[src/rtl/hov_pkg.sv]
package hov_pkg;

  typedef enum logic [1:0] {
    HOV_OFF   = 2'd0,
    HOV_ARMED = 2'd1,
    HOV_HOLD  = 2'd2,
    HOV_REACQ = 2'd3
  } hov_state_e;

  // Number of in-window comparisons required, with a lower floor.
  function automatic int unsigned lock_target(input int unsigned req,
                                              input int unsigned floor_v);
    return (req < floor_v) ? floor_v : req;
  endfunction

  // Lock pin level as seen by the holdover logic.
  function automatic logic pin_effective(input logic use_pin, input logic pin);
    return use_pin ? pin : 1'b1;
  endfunction

endpackage

[src/rtl/hov_lock_qualifier.sv]
module hov_lock_qualifier #(
  parameter int unsigned CNT_W     = 8,
  parameter int unsigned MIN_DELAY = 5
) (
  input  logic             clk,
  input  logic             rst_n,
  input  logic             cmp_stb,
  input  logic             in_win,
  input  logic [CNT_W-1:0] delay,
  output logic             locked,
  output logic             lock_lost
);
  localparam logic [CNT_W:0] ONE = (CNT_W+1)'(1);

  logic [CNT_W-1:0] target;
  logic [CNT_W-1:0] run_q;
  logic             locked_q;
  logic             reach;

  assign target = CNT_W'(hov_pkg::lock_target(32'(delay), MIN_DELAY));
  assign reach  = (({1'b0, run_q} + ONE) >= {1'b0, target});

  always_ff @(posedge clk or negedge rst_n) begin
    if (!rst_n) begin
      run_q    <= '0;
      locked_q <= 1'b0;
    end else if (cmp_stb) begin
      if (!in_win) begin
        run_q    <= '0;
        locked_q <= 1'b0;
      end else begin
        if (run_q < target) run_q <= run_q + 1'b1;
        if (reach) locked_q <= 1'b1;
      end
    end
  end

  assign locked    = locked_q;
  assign lock_lost = cmp_stb & ~in_win & locked_q;

endmodule

[src/rtl/hov_pin_sampler.sv]
module hov_pin_sampler (
  input  logic clk,
  input  logic rst_n,
  input  logic use_pin,
  input  logic pin,
  output logic pin_q
);
  always_ff @(posedge clk or negedge rst_n) begin
    if (!rst_n) pin_q <= 1'b0;
    else        pin_q <= hov_pkg::pin_effective(use_pin, pin);
  end
endmodule

[src/rtl/hov_fsm.sv]
module hov_fsm
  import hov_pkg::*;
(
  input  logic       clk,
  input  logic       rst_n,
  input  logic       en,
  input  logic       lock_lost,
  input  logic       locked,
  input  logic       pin_q,
  input  logic       ref_stb,
  output hov_state_e state,
  output logic       hiz,
  output logic       b_rst
);
  hov_state_e state_q, state_d;
  logic       b_rst_q;
  logic       release_evt;

  assign release_evt = en & (state_q == HOV_HOLD) & ref_stb;

  always_comb begin
    state_d = state_q;
    if (!en) begin
      state_d = HOV_OFF;
    end else begin
      unique case (state_q)
        HOV_OFF:   state_d = HOV_REACQ;
        HOV_ARMED: if (lock_lost && pin_q) state_d = HOV_HOLD;
        HOV_HOLD:  if (ref_stb) state_d = HOV_REACQ;
        HOV_REACQ: if (locked && pin_q) state_d = HOV_ARMED;
        default:   state_d = HOV_OFF;
      endcase
    end
  end

  always_ff @(posedge clk or negedge rst_n) begin
    if (!rst_n) begin
      state_q <= HOV_OFF;
      b_rst_q <= 1'b0;
    end else begin
      state_q <= state_d;
      b_rst_q <= release_evt;
    end
  end

  assign state = state_q;
  assign hiz   = (state_q == HOV_HOLD);
  assign b_rst = b_rst_q;

endmodule

[src/rtl/pll_holdover_ctrl.sv]
module pll_holdover_ctrl
  import hov_pkg::*;
#(
  parameter int unsigned CNT_W     = 8,
  parameter int unsigned MIN_DELAY = 5
) (
  input  logic             clk_i,
  input  logic             rst_ni,
  input  logic             enable_i,
  input  logic             use_pin_i,
  input  logic             ld_pin_i,
  input  logic             fb_edge_i,
  input  logic             in_window_i,
  input  logic             ref_edge_i,
  input  logic [CNT_W-1:0] lock_delay_i,
  output logic             cp_hiz_o,
  output logic             fb_cnt_rst_o,
  output logic [1:0]       state_o,
  output logic             dld_o
);
  logic       locked_w;
  logic       lock_lost_w;
  logic       pin_q_w;
  hov_state_e state_w;

  hov_lock_qualifier #(.CNT_W(CNT_W), .MIN_DELAY(MIN_DELAY)) u_qual (
    .clk(clk_i), .rst_n(rst_ni), .cmp_stb(fb_edge_i), .in_win(in_window_i),
    .delay(lock_delay_i), .locked(locked_w), .lock_lost(lock_lost_w)
  );

  hov_pin_sampler u_pin (
    .clk(clk_i), .rst_n(rst_ni), .use_pin(use_pin_i), .pin(ld_pin_i),
    .pin_q(pin_q_w)
  );

  hov_fsm u_fsm (
    .clk(clk_i), .rst_n(rst_ni), .en(enable_i), .lock_lost(lock_lost_w),
    .locked(locked_w), .pin_q(pin_q_w), .ref_stb(ref_edge_i),
    .state(state_w), .hiz(cp_hiz_o), .b_rst(fb_cnt_rst_o)
  );

  assign state_o = state_w;
  assign dld_o   = locked_w;

endmodule

[config.mk]
export PLATFORM = sky130hd
export DESIGN_NAME = pll_holdover_ctrl
export DESIGN_NICKNAME = d
export VERILOG_FILES = /design/src/rtl/hov_pkg.sv /design/src/rtl/hov_lock_qualifier.sv /design/src/rtl/hov_pin_sampler.sv /design/src/rtl/hov_fsm.sv /design/src/rtl/pll_holdover_ctrl.sv
export SDC_FILE = /design/constraint.sdc
export NUM_CORES = 1
export LEC_CHECK = 0
export ABC_AREA = 1
export BUFFER_PORTS_ARGS = -buffer_cell sky130_fd_sc_hd__buf_2
export CORE_MARGIN = 8
export CORE_UTILIZATION = 40
export DETAILED_ROUTE_END_ITERATION = 6
export GPL_TIMING_DRIVEN = 0
export PLACE_DENSITY = 0.65
export SLEW_MARGIN = 25
export SYNTH_ARGS = -nofsm -noshare
export SYNTH_HDL_FRONTEND = slang
export SYNTH_SLANG_ARGS = --single-unit
[constraint.sdc]
create_clock -name clk_i -period 5.4 [get_ports clk_i]
set_input_delay 0.27 -clock clk_i [delete_from_list [all_inputs] [get_ports clk_i]]
set_output_delay 0.27 -clock clk_i [all_outputs]
set_load 0.005 [all_outputs]
# After elaboration in Yosys (flattened, before gate mapping)
# Index checks and enable logic that the tools add are counted.
# W data, S select, Z words.
dict set report classes {
  n_addsub 2
  mul 0
  div 0
  magnitude_cmp 3
  n_eq_ne 8
  shifts 0
  mux 11
  bitwise_logic 5
  reduce_logical 6
}
# cell n
set ops {}
lappend ops {{$mux W8} 3}
lappend ops {{$add A8 B1 Y9 const B} 1}
lappend ops {{$ge A9 B8 Y1} 1}
lappend ops {{$add A8 B1 Y8 const B} 1}
lappend ops {{$lt A8 B3 Y1 const B} 1}
lappend ops {{$lt A8 B8 Y1} 1}
lappend ops {{$mux W2} 4}
lappend ops {{$pmux W2 S4} 1}
lappend ops {{$ne A3 B2 Y1 const B} 2}
lappend ops {{$and A1 B1 Y1} 4}
lappend ops {{$eq A2 B2 Y1 const B} 2}
lappend ops {{$ne A2 B1 Y1 const B} 2}
lappend ops {{$reduce_and A2 Y1} 2}
lappend ops {{$mux W1} 3}
lappend ops {{$ne A3 B3 Y1 const B} 1}
lappend ops {{$reduce_and A3 Y1} 1}
lappend ops {{$eq A2 B1 Y1 const B} 1}
lappend ops {{$logic_and A1 B1 Y1} 2}
lappend ops {{$logic_not A2 Y1} 1}
lappend ops {{$not A1 Y1} 1}
dict set report word_totals {
  reg_bits 13
  latchBits 0
  ram_bits 0
  rom_bits 0
  in_bits 16
  word_cells 40
  n_memories 0
}

# Longest topological paths before layout
# Gate-level depths: netlist (run 1).
dict set report logic_depth {
  word_depth 7
  ltp_mapped 15
  mapped_depth_nobuf 15
}

# Cells and area by module
# From an unflattened synthesis (run 1), not the netlist that was laid out.
dict set report hier_totals {
  hier_cells 159
  area_unflattened_um2 1153.6
}
# module n_inst cells_per_inst area_per_inst_um2
set modules_own_cells {}
lappend modules_own_cells {hov_lock_qualifier 1 129 943.4}
lappend modules_own_cells {hov_fsm 1 27 177.7}
lappend modules_own_cells {hov_pin_sampler 1 3 32.5}

# Worst setup path after synthesis (run 1)
# OpenSTA, ideal clock, no wires.
dict set report synth_timing {
  path_kind {register to register}
  start {reg u_qual.run_q[0]}
  end {reg u_qual.locked_q (netlist: u_qual.locked)}
  setup_time_ns 0.126
  arrival_time_ns 1.793
  setup_slack_ns 3.482
  stages_incl_launch_ff 14
  path_buffers 0
  synth_period_minus_slack_ns 1.918
  path_cell_list {dfrtp_1 > ha_1 > nand3_1 > nor3_2 > nor2_1 > ha_1 > nand2_1 > inv_1 > o21ai_0 > nand2_1 > nor2_1 > nand2_1 > nand2_1 > a21oi_1}
}
dict set report synth_between {
  elab_chain_cells 4
}
# item line
set synth_lines {}
lappend synth_lines {{start: declaration} hov_lock_qualifier.sv:16} ;# logic [CNT_W-1:0] run_q;
lappend synth_lines {{start signal: assignment} hov_lock_qualifier.sv:32} ;# if (run_q < target) run_q <= run_q + 1'b1;
lappend synth_lines {{$add A8 B1 Y9} hov_lock_qualifier.sv:21} ;# assign reach = (({1'b0, run_q} + ONE) >= {1'b0, target});
lappend synth_lines {{$ge A9 B8 Y1} hov_lock_qualifier.sv:21}
lappend synth_lines {{$ne A2 B1 Y1 (no source line)} n/a}
lappend synth_lines {{$reduce_and A2 Y1 (no source line)} n/a}
lappend synth_lines {{end signal: assignment} hov_lock_qualifier.sv:26} ;# locked_q <= 1'b0;
lappend synth_lines {{end signal: assignment} hov_lock_qualifier.sv:30} ;# locked_q <= 1'b0;
lappend synth_lines {{end signal: assignment} hov_lock_qualifier.sv:33} ;# if (reach) locked_q <= 1'b1;
lappend synth_lines {{end: declaration} hov_lock_qualifier.sv:17} ;# logic locked_q;
# No other way between the ends.
# A chain may end at the register's enable or synchronous reset.

# Worst setup path in the final report (run 1)
# Ends and elaborated chain as after synthesis.

==> results of run 1 <==
[power groups by stage]
| stage | Combinational, mW | Clock [mW] | Sequential, mW |
|---|---|---|---|
| floorplan | 0.0408 | 0 | 0.116 |
| global placement | 0.0658 | 0 | 0.116 |
| global route | 0.0777 | 0.0677 | 0.117 |
| finish | 0.0673 | 0.0607 | 0.115 |
| CTS | 0.0685 | 0.0615 | 0.115 |
| detailed placement | 0.0676 | 0 | 0.117 |
[registers in the layout, summed over array words and instances (netlist names)]
register / count
u_fsm.b_rst: 1
u_fsm.state: 2
u_pin.pin_q: 1
u_qual.locked: 1
u_qual.run_q: 8
[cells by family (layout without fill, tap and decap cells)]
family,Yosys count,after routing,share of synthesized area (%)
simple gates,66,66,26.91
buf+inv,28,53,9.754
compound gates,22,22,13.45
fa+ha+maj,15,15,16.82
flops,13,13,29.15
xor+xnor,5,5,3.924
[worst max-delay path by stage]
stage / from / end / slack, ns / depth (start not counted)
2_1_floorplan: u_qual.run_q[0]$_DFFE_PN0P_ / u_qual.locked$_DFFE_PN0P_ / 3.48 / 13
5_1_grt: u_qual.run_q[0]$_DFFE_PN0P_ / u_qual.locked$_DFFE_PN0P_ / 2.83 / 13
3_5_place_dp: u_qual.run_q[0]$_DFFE_PN0P_ / u_qual.locked$_DFFE_PN0P_ / 3.15 / 13
6_report: u_qual.run_q[0]$_DFFE_PN0P_ / u_qual.locked$_DFFE_PN0P_ / 3.17 / 13
3_3_place_gp: u_qual.run_q[0]$_DFFE_PN0P_ / u_qual.locked$_DFFE_PN0P_ / 3.19 / 13
4_1_cts: u_qual.run_q[0]$_DFFE_PN0P_ / u_qual.locked$_DFFE_PN0P_ / 3.14 / 13
[metrics by stage]
step / cell area, µm² / util (%)
2_1_floorplan: 1116 / -
3_3_place_gp: 1255 / 46.31
3_5_place_dp: 1255 / 46.31
4_1_cts: 1291 / 47.65
5_1_grt: 1291 / 47.65
6_report: 1291 / 47.65
[area by class of cell]
type                    instances  area, µm²
well taps                      31      38.79
repair buffers                 21      110.1
multi-input cells             108      681.9
inverters                      27      101.3
fillers                       290       1419
plain buffers                   1      7.507
flip-flops and latches         13      325.3
clock buffers                   4      26.28
[cell usage in the layout (no fill, tap or decap), types with 2 or more instances in the layout]
| master | count |
|---|---|
| ha_1 | 15 |
| nand3_1 | 14 |
| xor2_1 | 4 |
| dfrtp_1 | 13 |
| inv_1 | 25 |
| nor2_1 | 13 |
| nand4_1 | 3 |
| buf_2 | 20 |
| a21oi_1 | 6 |
| nand2_2 | 2 |
| inv_2 | 2 |
| nand2_1 | 29 |
| o21ai_1 | 8 |
| clkbuf_4 | 3 |
| nand3_2 | 2 |
| o21ai_0 | 4 |
[routing by layer]
metal	routed length, µm	track usage [%]	share of wire [%]
met5	0	0	0
met4	31	3.759	1.4
met3	67	3.069	2.9
met2	1166	18.70	51
met1	1014	12.43	44
==> out/metrics.csv, run 1 <==
stage;metric;value;unit
worst_setup_path;reg2reg start;u_qual.run_q[0]$_DFFE_PN0P_;
synthesis;post-synthesis sequential area ratio;29.15;%
synthesis;Synth top cells by count;nand2_1 (29), inv_1 (25), ha_1 (15);
pwr;net load switching power;0.08027;mW
worst_setup_path;crit start category;register;
placed_design;Place WS;3.154;ns
worst_setup_path;worst r2r dst;u_qual.locked$_DFFE_PN0P_;
sta;Final setup viols;0;
pwr;VDD IR-drop max;0.0001710;V
sta;Hold Slack;0.1328;ns
cts;clock-pin slew on the worst setup and hold paths;0.08;ns
final_layout;Final nets;206;
worst_setup_path;slowest stage delay, CP;0.46;ns
sta;unrepaired setup endpoints after global routing;false;
cts;clk root buf;clkbuf_4;
worst_setup_path;Reg2Reg Depth;13;
cts;CTS tree;built;
placed_design;Final GP Congestion;0.8151;
floorplanning;die width;68.82;µm
sta;worst-margin pin slew;0.4047;ns
synthesis;distinct cell type count after synthesis;23;
detailed_routing;DRC viols;0;
synthesis;asr flop ratio synth;100.0;%
final_layout;Synth-to-Final Area Change;15.70;%
min_path;Min-Delay Path Depth;2;
synthesis;Post-synth EDFFs;0;
pwr;combinational share of power;27.7;%
sta;post-layout minimum cycle time;2.231;ns
sta;Slew Viols, Final;0;
cts;H-tree levels;1;
placed_design;post-placement cell count;200;
pwr;P per Cell Area;188.2;nW/µm²
outcome;status;completed;
detailed_routing;DRT iter0 DRCs;43;
detailed_routing;routed wire length;2279;µm
floorplanning;full die area;4736;µm²
synthesis;Syn Inst Count;149;
worst_setup_path;most frequent CP cell;nor2_1;
floorplanning;Initial Utilization;41.18;%
global_routing;largest net degree at the start of global routing;14;
worst_setup_path;critical path arrival;2.45;ns
synthesis;area of the mapped netlist;1116;µm²
synthesis;share of the synthesized area in the top cell type;29.15;%
cts;CTS buffer count;3;
cts;Sink Count;13;
pwr;sw frac;33.04;%
min_path;hold path start;use_pin_i;
worst_setup_path;Crit path max-delay family;simple AND/OR/NAND/NOR gates;
worst_setup_path;slowest stage cell, crit path;dfrtp_1;
job;max_cap viols;0;
synthesis;most area-hungry cell type in the Yosys netlist;dfrtp_1;
sta;worst setup margin;3.169;ns
global_routing;initial antenna violation count;0;
synthesis;Synth area leaders;dfrtp_1 (29%), ha_1 (17%), nand2_1 (9.8%);
worst_setup_path;CP Cell Sequence;ha_1, nand3_1, nor3_2, nor2_1, ha_1, nand3_1, nor2_1, nand2_1, nor2_1, nor2_1, nand2_1, nand2_1, a21oi_1;
synthesis;count leader, synth;nand2_1;
sta;FMAX;0.4483;GHz
pwr;total power;0.2430;mW
worst_setup_path;Req. time, crit path;5.62;ns
floorplanning;IO Count;21;
worst_setup_path;crit path capture type;register;
synthesis;syn avg cell area;7.490;µm²
worst_setup_path;WP buf/inv;0;
cts;later-pin clock latency in the skew report;0.28;ns
sta;clk_skew;0.01018;ns
sta;Fin. Hold Viols;0;
global_routing;global-route wire length before repair;3946;µm
placed_design;final HPWL from detailed placement;1977;µm
pwr;Flop pwr share;47.3;%
synthesis;Synthesis Warnings;0;
detailed_routing;Routed WL per cell;11.12;µm
final_layout;Antenna Cells;0;
cts;Max Root-Sink Buffers;2;
synthesis;Top FF cell, synth;dfrtp_1;
sta;Tcrit/Tclk final;41.31;%
synthesis;syn_nets;180;
final_layout;share of cells above drive strength 1;20.11;%
floorplanning;core box area;2710;µm²
pwr;Leak Pwr;0.7205;nW
pwr;Int Pwr;0.1627;mW
sta;worst relative slew slack;73.02;%
detailed_routing;remaining antenna violation count after routing;0;
global_routing;total grt overflow;0;
sta;setup TNS;0;ns
cts;Setup Buffers After CTS;0;
cts;Post-CTS Resized;0;
worst_setup_path;crit-path max FO;7;
synthesis;flops & latches, synth;13;
detailed_routing;DR pass1 iterations;3;
floorplanning;Die Height;68.82;µm
worst_setup_path;R2R Setup Slk;3.17;ns
final_layout;final cell count without fillers;205;
floorplanning;# rows;19;
global_routing;gr usage total;10.79;%
min_path;Hold Path Class;input port to register;
global_routing;vias in the first global route;965;
placed_design;I/O Buffers;20;
worst_setup_path;crit path kind;register to register;
min_path;Hold Path Sink;u_pin.pin_q$_DFF_PN0_;
pwr;Clock Power Share;25.0;%
detailed_routing;via count;1016;
detailed_routing;vias per cell;4.956;
cts;Hold Buf Count CTS;1;
(Power assumes the default switching activity.)
==> run 2, diff against run 1 <==
==> constraint.sdc (replaced) <==
create_clock -name clk_i -period 2.25 [get_ports clk_i]
set_input_delay 0.1125 -clock clk_i [delete_from_list [all_inputs] [get_ports clk_i]]
set_output_delay 0.1125 -clock clk_i [all_outputs]
set_load 0.005 [all_outputs]
==> out/metrics.csv, run 2 (synthesis results as in run 1) <==
stage;metric;value;unit;change
placed_design;Final GP Congestion;0.8151;;unchanged
floorplanning;die width;68.82;µm;unchanged
final_layout;commonest non-fill, non-tap cell in the layout;nand2_1;;unchanged
cts;clk root buf;clkbuf_4;;unchanged
worst_setup_path;crit path kind;register to register;;unchanged
detailed_routing;via count;1040;;was 1016
detailed_routing;DRC viols;0;;unchanged
final_layout;Final nets;214;;was 206
sta;Fin. Hold Viols;0;;unchanged
final_layout;max FFs per register;8;;unchanged
pwr;combinational share of power;30.2;%;was 27.7%
sta;worst relative slew slack;72.82;%;was 73.02%
floorplanning;Initial Utilization;41.18;%;unchanged
cts;CTS tree;built;;unchanged
global_routing;vias in the first global route;965;;unchanged
sta;Final setup viols;0;;unchanged
pwr;Clock Power Share;23.9;%;was 25.0%
sta;clk_skew;0.008102;ns;was 0.01018 ns
final_layout;Fill cells;281;;was 290
final_layout;Synth-to-Final Area Change;25.45;%;was 15.70%
final_layout;commonest cells after routing, fill and taps aside;nand2_1 (29), inv_1 (25), buf_2 (20), ha_1 (14);;was nand2_1 (29), inv_1 (25), buf_2 (20), ha_1 (15), nand3_1 (14)
pwr;sw frac;32.82;%;was 33.04%
detailed_routing;remaining antenna violation count after routing;0;;unchanged
floorplanning;Die Height;68.82;µm;unchanged
sta;Slew Viols, Final;0;;unchanged
global_routing;global-route wire length before repair;3946;µm;unchanged
sta;FMAX;0.4784;GHz;was 0.4483 GHz
sta;Tcrit/Tclk final;92.91;%;was 41.31%
cts;clock-pin slew on the worst setup and hold paths;0.08;ns;about the same
pwr;Int Pwr;0.4038;mW;was 0.1627 mW
cts;Max Root-Sink Buffers;2;;unchanged
sta;post-layout minimum cycle time;2.090;ns;was 2.231 ns
pwr;P per Cell Area;429.3;nW/µm²;was 188.2 nW/µm²
floorplanning;IO Count;21;;unchanged
worst_setup_path;crit-path max FO;5;;was 7
cts;H-tree levels;1;;unchanged
global_routing;largest net degree at the start of global routing;14;;unchanged
floorplanning;core box area;2710;µm²;unchanged
cts;later-pin clock latency in the skew report;0.28;ns;about the same
detailed_routing;routed wire length;2400;µm;was 2279 µm
detailed_routing;DRT iter0 DRCs;37;;was 43
detailed_routing;DR pass1 iterations;4;;was 3
pwr;Leak Pwr;0.7727;nW;was 0.7205 nW
final_layout;share of cells above drive strength 1;28.57;%;was 20.11%
min_path;Hold Path Class;input port to register;;unchanged
cts;CTS buffer count;3;;unchanged
pwr;Flop pwr share;45.9;%;was 47.3%
placed_design;final HPWL from detailed placement;1977;µm;unchanged
placed_design;I/O Buffers;20;;unchanged
final_layout;Top reg by flops;u_qual.run_q;;unchanged
sta;Hold Slack;0.007476;ns;was 0.1328 ns
final_layout;Antenna Cells;0;;unchanged
pwr;VDD IR-drop max;0.0004113;V;was 0.0001710 V
global_routing;initial antenna violation count;0;;unchanged
worst_setup_path;Req. time, crit path;2.42;ns;was 5.62 ns
floorplanning;full die area;4736;µm²;unchanged
worst_setup_path;crit path capture type;register;;unchanged
worst_setup_path;crit start category;register;;unchanged
worst_setup_path;critical path arrival;2.26;ns;was 2.45 ns
sta;worst-margin pin slew;0.4077;ns;was 0.4047 ns
floorplanning;# rows;19;;unchanged
job;max_cap viols;0;;unchanged
cts;Sink Count;13;;unchanged
pwr;net load switching power;0.1973;mW;was 0.08027 mW
global_routing;gr usage total;10.79;%;unchanged
global_routing;total grt overflow;0;;unchanged
sta;setup TNS;0;ns;unchanged
detailed_routing;vias per cell;4.883;;was 4.956
detailed_routing;Routed WL per cell;11.27;µm;was 11.12 µm
outcome;status;completed;;unchanged
[run 2: cell types whose count changed in the layout (fill, tap and decap cells not counted), moves of 2 or more]
cell | before | now
nor2_2 | 1 | 5
buf_4 | 1 | 8
nand3_1 | 14 | 12
nor2_1 | 13 | 9
[run 2: timing repair]
action	CTS	global route
hold buffers	2	0
pin swaps	0	7
gates resized for setup	1	11
setup buffers	0	7
endpoints found under the setup margin	1	1
endpoints found under the hold margin	14	0
[run 2: worst max-delay path: stages (launching register included)]
cell and delay (ns):
dfrtp_1 0.43, ha_2 0.24, nand3_4 0.10, nor3_4 0.23, nor2_2 0.06, ha_1 0.31, nand2_1 0.08, inv_1 0.04
o21ai_0 0.13, nand2_1 0.07, nor2_1 0.10, nand2_1 0.07, nand2_1 0.07, a21oi_2 0.05
[run 2: stage by stage]
step	power [mW]	utilization, %	cell area (µm²)	setup slack (ns)	cells
after global placement	0.4374	46.31	1255	0.04243	200
after CTS	0.5898	48.06	1303	0.05039	206
after global routing	0.6503	51.66	1400	-0.07075	213
final	0.6011	51.66	1400	0.1596	213
after floorplan	0.3771	-	1116	0.3315	149
after detailed placement	0.4431	46.31	1255	0.004381	200
[run 2: layout make-up]
cell class                      instances  area, µm²  area share [%]
Timing Repair Buffer                   29      172.7           12.33
Multi-Input combinational cell        108      726.9           51.92
Clock buffer                            4      26.28           1.877
Inverter                               27      101.3           7.239
Tap cell                               31      38.79           2.770
Buffer                                  1      7.507          0.5362
Sequential cell                        13      326.6           23.32
[run 2: per-layer routing]
metal  routed length, µm  part of all wire, %  GRT usage [%]
met1                1049                   44          12.43
met2                1252                   52          18.70
met3                  67                  2.8          3.069
met4                  31                  1.3          3.759
met5                   0                    0              0
[run 2: power by group through the flow]
stage	clock (mW)	combinational, mW	sequential, mW
floorplan	0	0.0978	0.279
global placement	0	0.158	0.279
detailed placement	0	0.162	0.281
CTS	0.148	0.166	0.277
global route	0.162	0.208	0.280
finish	0.144	0.182	0.276
[run 2: path summary, 6_finish.rpt]
check,to,start,cells past startpoint,slack [ns]
setup reg to reg,u_qual.locked$_DFFE_PN0P_,u_qual.run_q[1]$_DFFE_PN0P_,13,0.16
setup / recovery,u_qual.locked$_DFFE_PN0P_,u_qual.run_q[1]$_DFFE_PN0P_,13,0.16
hold reg to reg,u_fsm.state[1]$_DFFE_PN0P_,u_fsm.state[1]$_DFFE_PN0P_,2,0.55
max in group asynchronous,u_qual.run_q[0]$_DFFE_PN0P_,rst_ni,2,1.76
hold / removal,u_pin.pin_q$_DFF_PN0_,ld_pin_i,3,0.007
min in group asynchronous,u_qual.run_q[5]$_DFFE_PN0P_,rst_ni,2,0.24
==> run 3, diff against run 2 <==
==> constraint.sdc (replaced) <==
create_clock -name clk_i -period 2.25 [get_ports clk_i]
set_input_delay 0.225 -clock clk_i [delete_from_list [all_inputs] [get_ports clk_i]]
set_output_delay 0.225 -clock clk_i [all_outputs]
set_load 0.005 [all_outputs]
==> out/metrics.csv, run 3 (synthesis results as in run 1) <==
stage;metric;value;unit;change
detailed_routing;DRC viols;0;;unchanged
final_layout;share of cells above drive strength 1;28.73;%;was 28.57%
global_routing;gr usage total;10.79;%;unchanged
floorplanning;# rows;19;;unchanged
cts;H-tree levels;1;;unchanged
sta;Slew Viols, Final;0;;unchanged
pwr;P per Cell Area;431.4;nW/µm²;was 429.3 nW/µm²
floorplanning;die width;68.82;µm;unchanged
detailed_routing;DR pass1 iterations;4;;unchanged
detailed_routing;remaining antenna violation count after routing;0;;unchanged
cts;CTS tree;built;;unchanged
sta;Final setup viols;0;;unchanged
worst_setup_path;Reg2Reg Depth;13;;unchanged
cts;clk root buf;clkbuf_4;;unchanged
sta;worst relative slew slack;72.82;%;unchanged
sta;Fin. Hold Viols;0;;unchanged
placed_design;Final GP Congestion;0.8151;;unchanged
worst_setup_path;reg2reg start;u_qual.run_q[1]$_DFFE_PN0P_;;unchanged
final_layout;Top reg by flops;u_qual.run_q;;unchanged
global_routing;met1 usage in global routing;12.43;%;unchanged
worst_setup_path;R2R Setup Slk;0.16;ns;about the same
job;max_cap viols;0;;unchanged
final_layout;max FFs per register;8;;unchanged
floorplanning;IO Count;21;;unchanged
detailed_routing;via count;1036;;was 1040
floorplanning;Initial Utilization;41.18;%;unchanged
global_routing;gr busiest metal;met2;;unchanged
detailed_routing;DRT iter0 DRCs;40;;was 37
final_layout;Final nets;213;;was 214
floorplanning;full die area;4736;µm²;unchanged
final_layout;Synth-to-Final Area Change;24.55;%;was 25.45%
worst_setup_path;crit start category;register;;unchanged
min_path;Hold Path Class;input port to register;;unchanged
detailed_routing;vias per cell;4.887;;was 4.883
outcome;status;completed;;unchanged
global_routing;vias in the first global route;965;;unchanged
min_path;Min-Delay Path Depth;2;;was 3
final_layout;Antenna Cells;0;;unchanged
worst_setup_path;crit path kind;register to register;;unchanged
pwr;VDD IR-drop max;0.0004110;V;was 0.0004113 V
floorplanning;Die Height;68.82;µm;unchanged
min_path;Hold Path Sink;u_pin.pin_q$_DFF_PN0_;;unchanged
cts;later-pin clock latency in the skew report;0.28;ns;about the same
sta;post-layout minimum cycle time;2.090;ns;unchanged
sta;worst setup margin;0.1596;ns;unchanged
global_routing;total grt overflow;0;;unchanged
placed_design;Place WS;0.004381;ns;unchanged
worst_setup_path;slowest stage delay, CP;0.43;ns;about the same
final_layout;final instance area;1390;µm²;was 1400 µm²
worst_setup_path;crit-path max FO;5;;unchanged
pwr;Leak Pwr;0.7686;nW;was 0.7727 nW
worst_setup_path;crit path capture type;register;;unchanged
global_routing;met2 Track Usage GR;18.70;%;unchanged
detailed_routing;Routed WL per cell;11.29;µm;was 11.27 µm
worst_setup_path;critical path arrival;2.26;ns;about the same
final_layout;final cell count without fillers;212;;was 213
floorplanning;core box area;2710;µm²;unchanged
cts;clock-pin slew on the worst setup and hold paths;0.08;ns;about the same
global_routing;grt met3 use;3.069;%;unchanged
final_layout;commonest non-fill, non-tap cell in the layout;nand2_1;;unchanged
sta;FMAX;0.4784;GHz;unchanged
placed_design;I/O Buffers;20;;unchanged
placed_design;Cell Area, Placed;1255;µm²;unchanged
sta;worst-margin pin slew;0.4077;ns;unchanged
sta;clk_skew;0.008102;ns;unchanged
global_routing;initial antenna violation count;0;;unchanged
detailed_routing;routed wire length;2393;µm;was 2400 µm
final_layout;commonest cells after routing, fill and taps aside;nand2_1 (29), inv_1 (25), buf_2 (20), ha_1 (14);;unchanged
global_routing;global-route wire length before repair;3946;µm;unchanged
worst_setup_path;worst r2r dst;u_qual.locked$_DFFE_PN0P_;;unchanged
cts;Max Root-Sink Buffers;2;;unchanged
cts;CTS buffer count;3;;unchanged
placed_design;post-placement cell count;200;;unchanged
worst_setup_path;Req. time, crit path;2.42;ns;about the same
worst_setup_path;most frequent CP cell;nand2_1;;unchanged
cts;Sink Count;13;;unchanged
sta;Tcrit/Tclk final;92.91;%;unchanged
placed_design;final HPWL from detailed placement;1977;µm;unchanged
sta;setup TNS;0;ns;unchanged
worst_setup_path;slowest stage cell, crit path;dfrtp_1;;unchanged
min_path;hold path start;use_pin_i;;was ld_pin_i
worst_setup_path;CP Cell Sequence;ha_2, nand3_4, nor3_4, nor2_2, ha_1, nand2_1, inv_1, o21ai_0, nand2_1, nor2_1, nand2_1, nand2_1, a21oi_2;;unchanged
global_routing;largest net degree at the start of global routing;14;;unchanged
-- run 3: cell count changes in the layout (fill, tap and decap cells not counted), sizes merged --
cell and delta:
dlygate4sd3 -1
-- run 3: what timing repair did --
action	4_1_cts	5_1_grt
hold endpoints to repair	13	0
pin swaps	0	7
hold buffers	1	0
endpoints found under the setup margin	1	1
gates resized for setup	1	11
buffers inserted	0	7
-- run 3: layout make-up --
| type | count | area [µm²] |
|---|---|---|
| fillers | 282 | 1320 |
| multi-input cells | 108 | 726.9 |
| repair buffers | 28 | 162.7 |
| inverters | 27 | 101.3 |
| flip-flops and latches | 13 | 326.6 |
| plain buffers | 1 | 7.507 |
| clock buffers | 4 | 26.28 |
| well taps | 31 | 38.79 |
-- run 3: routing by layer --
layer	part of all wire, %	vias to the layer above	wire [µm]
met5	0	-	0
met4	1.3	0	31
met3	2.8	4	67
met2	52	7	1248
met1	44	476	1046
li1	-	549	-
-- run 3: how the worst max path moves through the flow --
stage / cells past startpoint / slack, ns / from / to
after detailed placement: 13 / 0.004 / u_qual.run_q[0]$_DFFE_PN0P_ / u_qual.locked$_DFFE_PN0P_
after CTS: 13 / 0.05 / u_qual.run_q[0]$_DFFE_PN0P_ / u_qual.locked$_DFFE_PN0P_
after floorplan: 13 / 0.33 / u_qual.run_q[0]$_DFFE_PN0P_ / u_qual.locked$_DFFE_PN0P_
final: 13 / 0.16 / u_qual.run_q[1]$_DFFE_PN0P_ / u_qual.locked$_DFFE_PN0P_
after global routing: 13 / -0.07 / u_qual.run_q[1]$_DFFE_PN0P_ / u_qual.locked$_DFFE_PN0P_
after global placement: 13 / 0.04 / u_qual.run_q[0]$_DFFE_PN0P_ / u_qual.locked$_DFFE_PN0P_
-- run 3: power breakdown --
| part | leakage, nW | switching, mW | internal (mW) |
|---|---|---|---|
| clock | 0.0150 | 0.0748 | 0.0688 |
| combinational | 0.583 | 0.101 | 0.0790 |
| sequential | 0.171 | 0.0212 | 0.255 |
-- run 3: worst max-delay path, delay by kind of cell (launching register included) --
family | cells | cell delay [ns]
AOI/OAI and AO/OA | 2 | 0.18
adders and majority gates | 2 | 0.55
buffers and inverters | 1 | 0.04
DFF | 1 | 0.43
and+or+nand+nor | 8 | 0.78
-- run 3: per-stage QoR --
stage | util [%] | hold slack, ns | power, mW
final | 51.29 | 0.09197 | 0.5997
after CTS | 47.69 | 0.09292 | 0.5885
after floorplan | - | -0.07059 | 0.3771
after global placement | 46.31 | 0.1189 | 0.4374
after detailed placement | 46.31 | 0.1241 | 0.4431
after global routing | 51.29 | 0.08158 | 0.6489
